File: src/rtl/bss_pkg.sv
package bss_pkg;
    typedef enum logic [2:0] {
        ST_WAIT   = 3'd0,
        ST_DELAY  = 3'd1,
        ST_SAMPLE = 3'd2,
        ST_INIT   = 3'd3,
        ST_SOFT   = 3'd4,
        ST_RUN    = 3'd5,
        ST_HICCUP = 3'd6
    } seq_state_t;
endpackage

File: src/rtl/seq_timer.sv
module seq_timer #(
    parameter int W = 8
) (
    input  logic         clk,
    input  logic         rst_n,
    input  logic         clr,
    input  logic         tick,
    input  logic [W-1:0] limit,
    output logic         done
);
    logic [W-1:0] cnt;

    always_ff @(posedge clk) begin
        if (!rst_n || clr) cnt <= '0;
        else if (tick)     cnt <= cnt + W'(1);
    end

    // fires on the tick that completes the window
    assign done = tick && (cnt == limit - W'(1));
endmodule

File: src/rtl/seq_fsm.sv
module seq_fsm
    import bss_pkg::*;
(
    input  logic       clk,
    input  logic       rst_n,
    input  logic       pwr_ok,
    input  logic       sd_high,
    input  logic       oc_trip,
    input  logic       cap_done,
    input  logic       ss_done,
    input  logic       tmr_done,
    output seq_state_t state,
    output seq_state_t nxt,
    output logic       tmr_clr
);
    always_ff @(posedge clk) begin
        if (!rst_n) state <= ST_WAIT;
        else        state <= nxt;
    end

    always_comb begin
        nxt = state;
        if (!pwr_ok || !sd_high) begin
            nxt = ST_WAIT;
        end else begin
            unique case (state)
                ST_WAIT:   nxt = ST_DELAY;
                ST_DELAY:  if (tmr_done) nxt = ST_SAMPLE;
                ST_SAMPLE: if (cap_done) nxt = ST_INIT;
                ST_INIT:   if (tmr_done) nxt = ST_SOFT;
                ST_SOFT: begin
                    if (oc_trip)      nxt = ST_HICCUP;
                    else if (ss_done) nxt = ST_RUN;
                end
                ST_RUN:    if (oc_trip)  nxt = ST_HICCUP;
                ST_HICCUP: if (tmr_done) nxt = ST_INIT;
                default:   nxt = ST_WAIT;
            endcase
        end
    end

    assign tmr_clr = (nxt != state);
endmodule

File: src/rtl/seq_outdec.sv
module seq_outdec
    import bss_pkg::*;
(
    input  logic       clk,
    input  logic       rst_n,
    input  seq_state_t state,
    input  seq_state_t nxt,
    output logic       drv_en,
    output logic       osc_en,
    output logic       amp_en,
    output logic       cap_start,
    output logic       ss_start
);
    always_comb begin
        drv_en = 1'b0;
        osc_en = 1'b0;
        amp_en = 1'b0;
        unique case (state)
            ST_INIT: osc_en = 1'b1;
            ST_SOFT, ST_RUN: begin
                drv_en = 1'b1;
                osc_en = 1'b1;
                amp_en = 1'b1;
            end
            default: ;
        endcase
    end

    always_ff @(posedge clk) begin
        if (!rst_n) begin
            cap_start <= 1'b0;
            ss_start  <= 1'b0;
        end else begin
            cap_start <= (nxt == ST_SAMPLE) && (state != ST_SAMPLE);
            ss_start  <= (nxt == ST_SOFT)   && (state != ST_SOFT);
        end
    end
endmodule

File: src/rtl/buck_start_seq.sv
module buck_start_seq
    import bss_pkg::*;
#(
    parameter int DLY_TICKS  = 680,
    parameter int INIT_TICKS = 8,
    parameter int SS_TICKS   = 680
) (
    input  logic       clk,
    input  logic       rst_n,
    input  logic       tick,
    input  logic       pwr_ok,
    input  logic       sd_high,
    input  logic       oc_trip,
    input  logic       cap_done,
    input  logic       ss_done,
    output logic       drv_en,
    output logic       osc_en,
    output logic       amp_en,
    output logic       cap_start,
    output logic       ss_start,
    output logic [2:0] state_o
);
    localparam int HIC_TICKS = 2 * SS_TICKS;
    localparam int MAX_A     = (DLY_TICKS > INIT_TICKS) ? DLY_TICKS : INIT_TICKS;
    localparam int MAX_T     = (MAX_A > HIC_TICKS) ? MAX_A : HIC_TICKS;
    localparam int CW        = $clog2(MAX_T + 1);

    seq_state_t    state, nxt;
    logic          tmr_clr, tmr_done;
    logic [CW-1:0] limit;

    always_comb begin
        unique case (state)
            ST_INIT:   limit = CW'(INIT_TICKS);
            ST_HICCUP: limit = CW'(HIC_TICKS);
            default:   limit = CW'(DLY_TICKS);
        endcase
    end

    seq_timer #(.W(CW)) u_tmr (
        .clk(clk), .rst_n(rst_n), .clr(tmr_clr), .tick(tick),
        .limit(limit), .done(tmr_done)
    );

    seq_fsm u_fsm (
        .clk(clk), .rst_n(rst_n), .pwr_ok(pwr_ok), .sd_high(sd_high),
        .oc_trip(oc_trip), .cap_done(cap_done), .ss_done(ss_done),
        .tmr_done(tmr_done), .state(state), .nxt(nxt), .tmr_clr(tmr_clr)
    );

    seq_outdec u_out (
        .clk(clk), .rst_n(rst_n), .state(state), .nxt(nxt),
        .drv_en(drv_en), .osc_en(osc_en), .amp_en(amp_en),
        .cap_start(cap_start), .ss_start(ss_start)
    );

    assign state_o = state;
endmodule

File: config.mk
export PLATFORM = sky130hd
export DESIGN_NAME = buck_start_seq
export DESIGN_NICKNAME = d
export VERILOG_FILES = /design/src/rtl/bss_pkg.sv /design/src/rtl/seq_timer.sv /design/src/rtl/seq_fsm.sv /design/src/rtl/seq_outdec.sv /design/src/rtl/buck_start_seq.sv
export SDC_FILE = /design/constraint.sdc
export NUM_CORES = 1
export LEC_CHECK = 0
export CAP_MARGIN = 20
export CORE_ASPECT_RATIO = 1.1
export CORE_MARGIN = 5
export CORE_UTILIZATION = 51
export DETAILED_ROUTE_END_ITERATION = 16
export PLACE_DENSITY = 0.84
export SKIP_LAST_GASP = 1
export SYNTH_ARGS = -nofsm -noshare
export SYNTH_HDL_FRONTEND = slang
export SYNTH_SLANG_ARGS = --single-unit
File: constraint.sdc
create_clock -name clk -period 2 [get_ports clk]
set_input_delay 0.3 -clock clk [delete_from_list [all_inputs] [get_ports clk]]
set_output_delay 0.3 -clock clk [all_outputs]
set_load 0.05 [all_outputs]
After elaboration in Yosys (flattened, before gate mapping)
Index checks and enable logic that the tools add are counted.
- output and inout port bits: 8
- register bits after elaboration: 16
- latch bits: 0
- memory bits (read-only): 0
- memories: 0
- word-level logic and storage cells: 41
- bits in writable memories: 0
- multipliers: 0
- add/subtract/negate cells: 2
- shifts and indexed selects: 0
- bitwise logic cells: 0
- mux-type cells: 12
- divide/modulo/power cells: 0
- order comparisons: 0
- eq/ne operators: 12
- reduce and logical (&&, ||, !) cells: 11
- operators by type and width (cell ; count):
    $mux 3 ; 8
    $pmux 11 s2 ; 1
    $pmux 3 s7 ; 1
    $eq 3x3->1 const B ; 4
    $add 11x1->11 const B ; 1
    $eq 11x11->1 ; 1
    $sub 11x1->11 const B ; 1
    $eq 3x2->1 const B ; 3
    $eq 3x1->1 const B ; 1
    $logic_and 1x1->1 ; 3
    $logic_not 1->1 ; 3
    $logic_not 3->1 ; 1
    $ne 3x2->1 const B ; 1
    $ne 3x3->1 ; 1
    $ne 3x3->1 const B ; 1
    $reduce_or 3->1 ; 1
    $logic_or 1x1->1 ; 2
    $mux 1 ; 2
    $reduce_or 2->1 ; 1

Depth between registers and ports, before layout
- word-level depth: 10
- gate-level depth with buffers: 7
- mapped depth without buffers: 6

Hierarchy
Synthesis repeated with hierarchy kept, for this count alone.
- cell total of the unflattened synthesis: 151
- area, all modules: 1273.7 µm²
- by module, submodules not included (module ; sequential area each (µm²) ; cells an instance ; area each (µm²) ; instances):
    seq_timer ; 220.2 ; 99 ; 823.3 ; 1
    seq_fsm ; 60.1 ; 34 ; 274.0 ; 1
    seq_outdec ; 40.0 ; 12 ; 146.4 ; 1
    buck_start_seq ; 0.0 ; 6 ; 30.0 ; 1

Worst setup path before layout
OpenSTA, ideal clock, no wires.
- path type: flip-flop to output port
- from: reg u_fsm.state[1]
- to: out osc_en
- path slack: -165 ps
- required time: 1700 ps
- arrival: 1865 ps
- stages on the path, launching flop included: 5
- path through: dfxtp_1 clkbuf_1 nand2b_1 inv_1 or2_2
- longest elaborated chain between the ends: 3
- RTL lines (element ; RTL line ; text):
    start, declared ; seq_fsm.sv:12 ; output seq_state_t state,
    start signal, assigned ; seq_fsm.sv:18 ; else state <= nxt;
    $eq 3x2->1 or $eq 3x3->1 (tied branches) ; seq_outdec.sv:18 ; unique case (state)
    $reduce_or 3->1 (no source line) (*) ; -- ;
    $mux 1 (*) ; seq_outdec.sv:18 ;
    end, declared ; buck_start_seq.sv:17 ; output logic osc_en,
Every way passes the cells marked *; elsewhere a longest branch is shown, timed or not.

Final worst setup path
- from: reg u_fsm.state[1]
- to: out state_o[1]
- RTL lines (element ; RTL line ; text):
    end, declared ; buck_start_seq.sv:21 ; output logic [2:0] state_o
No word-level cell between the ends.

==> metrics.yaml <==
holdPathStages: 2
gp_congestion: 0.8248
slowest_delay_ns: 0.85
finClkSkew_ns: 0.008930
async_flop_share_pct: 0
r2r_cells: 6
cp_data_required_time_ns: 1.70
fp.dieH_um: 55.94
cts-htree-levels: 1
synth_edf_count: 0
yosys_warnings: 0
grt_pass1_vias: 779
avgRoutedWirePerCell_um: 13.19
cts_sinks: 16
drtAntennaViolNets: 0
slowest_stage: "clkdlybuf4s50_1"
fin_crit_sh_pct: 95.94
synth_area_um2: 978.4
worstSetupStartpointType: "flip-flop"
overflow: 0
maxSlewViolCount: 0
r2r-start: "u_tmr.cnt[6]"
post_cts_buffers: 0
hold_start: "u_tmr.cnt[1]"
syn_area_per_cell_um2: 9.144
path_delay_family: "buffers and inverters"
relSlewSlack_pct: 66.96
hold_violations: 0
syn-num-nets: 116
synthFlopType: "dfxtp_1"
setup.worst_path.end_class: "primary output"
post_drt_via_cell_ratio: 5.759
finalSetupViolCount: 0
peakVddDrop_v: 0.0004476
io_pins: 16
antenna_cells: 0
clk_latency_ns: 0.29
rsz0062_at_grt: "no"
criticalPathCategory: "flip-flop to primary output"
power_density_nw_per_um2: 517.6
hpwlAfterDp_mm: 1.394
drive_above_1_share_pct: 29.27
portBuffers: 15
synth.distinct_cells: 41
vias: 812
initial_utilization_pct: 54.31
leakage_uw: 0.0004444
nNetsFinal: 133
std_cell_rows: 16
fin_util_pct: 65.49
ys_ff_latch: 16
numCtsBuffers: 3
cap_violations: 0
fin_crit_ns: 1.919
core_area_um2: 1802
r2r_slack_ns: 0.18
ys_seq_area_share_pct: 32.74
max_freq_mhz: 521.2
worstReg2RegEnd: "u_tmr.cnt[10]"
startpoint: "u_fsm.state[1]"
worstPathArrival_ns: 1.62
fin_tns_setup_ns: 0
die_width_um: 51.76
cts_root_buf: "clkbuf_4"
routed_wl_mm: 1.860
postCtsResizedCells: 0
hold_class: "flip-flop to flip-flop"
n_fill_cell: 148
grt_usage_pct: 14.31
drc: 0
status: "finished, final reports clean"
cp_max_fo: 15
grt_max_degree: 16
worst-slew-pin-transition_ns: 0.4941
min_to: "u_tmr.cnt[1]"
die_area_um2: 2895
antenna_found_initial: 0
netlist_instances: 107
drt_pre_antenna_iters: 4
drtIter0Drc: 12
critPathBufInv: 1
cts_hold_buf: 0
cp.depth: 1
tritoncts: "yes"
synthToLayoutAreaGrowth_pct: 20.59
path_cells: "clkdlybuf4s50_1"
grt_first_pass_wirelength_mm: 3.243
cts_max_path_buffers: 2
clk_pin_slew_ns: 0.10
[registers in the layout, summed over array words and instances (netlist names)]
name,cells
u_fsm.state,3
u_out.cap_start,1
u_out.ss_start,1
u_tmr.cnt,11
[area by class of cell]
cell class | instances | area [µm²] | area share [%]
Sequential cell | 16 | 322.8 | 27.36
Multi-Input combinational cell | 84 | 619.3 | 52.49
Tap cell | 18 | 22.52 | 1.909
Clock buffer | 4 | 36.28 | 3.075
Timing Repair Buffer | 18 | 175.2 | 14.85
Inverter | 1 | 3.754 | 0.3181
[power by group]
part           switching (µW)  internal [µW]
clock                     102            111
sequential               4.86            322
combinational            33.1           37.6
[stage by stage]
step	power (µW)	hold slack [ns]	area, µm²	std cells	setup slack [ns]
after floorplan	375.7	0.4743	980.9	107	0.01874
after global placement	403.2	0.5148	1144	137	0.06767
after detailed placement	405.2	0.5303	1144	137	0.06522
after CTS	614.2	0.5530	1180	141	0.08687
after global routing	639.9	0.6107	1180	141	0.01994
final	610.7	0.5449	1180	141	0.08120
[per-layer routing]
layer  routed length [µm]  up-vias  part of all wire, %  global-route usage [%]
met1                  827      382                   44                   15.47
met5                    0        -                    0                       0
met2                  923       18                   50                   25.82
met4                   26        0                  1.4                   5.618
met3                   82        5                  4.4                   3.485
li1                     -      407                    -                       -
[worst max-delay path by stage]
stage / endpoint / slack (ns)
floorplan: osc_en / 0.02
global placement: u_tmr.cnt[6] / 0.07
detailed placement: u_tmr.cnt[3] / 0.07
CTS: state_o[1] / 0.09
global route: state_o[1] / 0.02
finish: state_o[1] / 0.08
[layout by cell type (no fill, tap or decap), types with 2 or more instances in the layout]
cell type / instances
o22ai_1: 2
dfxtp_2: 2
dfxtp_1: 14
buf_4: 6
mux2i_1: 3
nand3_1: 4
clkbuf_4: 3
nand2_1: 5
nand2b_1: 4
or2_2: 2
clkdlybuf4s50_1: 11
and4_2: 2
nor2_1: 8
a21oi_1: 6
nor2_2: 10
nand4_1: 3
nor2b_1: 3
xnor2_1: 4
xor2_1: 7
[cell families after synthesis]
group / count (synthesis) / share of synthesized area [%]
DFF: 16 / 32.74
AOI/OAI and AO/OA: 17 / 14.58
and+or+nand+nor: 49 / 29.54
buffers and inverters: 7 / 3.963
xor gates and xnor gates: 11 / 9.846
muxes: 6 / 8.056
adders and majority gates: 1 / 1.279
[cell usage after synthesis (3+ instances only)]
master	n	area share, %
dfxtp_1	16	33
nor2_2	10	6.4
nor2_1	8	3.1
xor2_1	7	6.3
a21oi_1	6	3.1
nand2_1	5	1.9
nand2b_1	4	2.6
nand3_1	4	2.0
xnor2_1	4	3.6
clkbuf_1	3	1.2
mux2i_1	3	3.1
nand4_1	3	1.9
nor2b_1	3	1.9
Power figures use the tool's default switching activity.
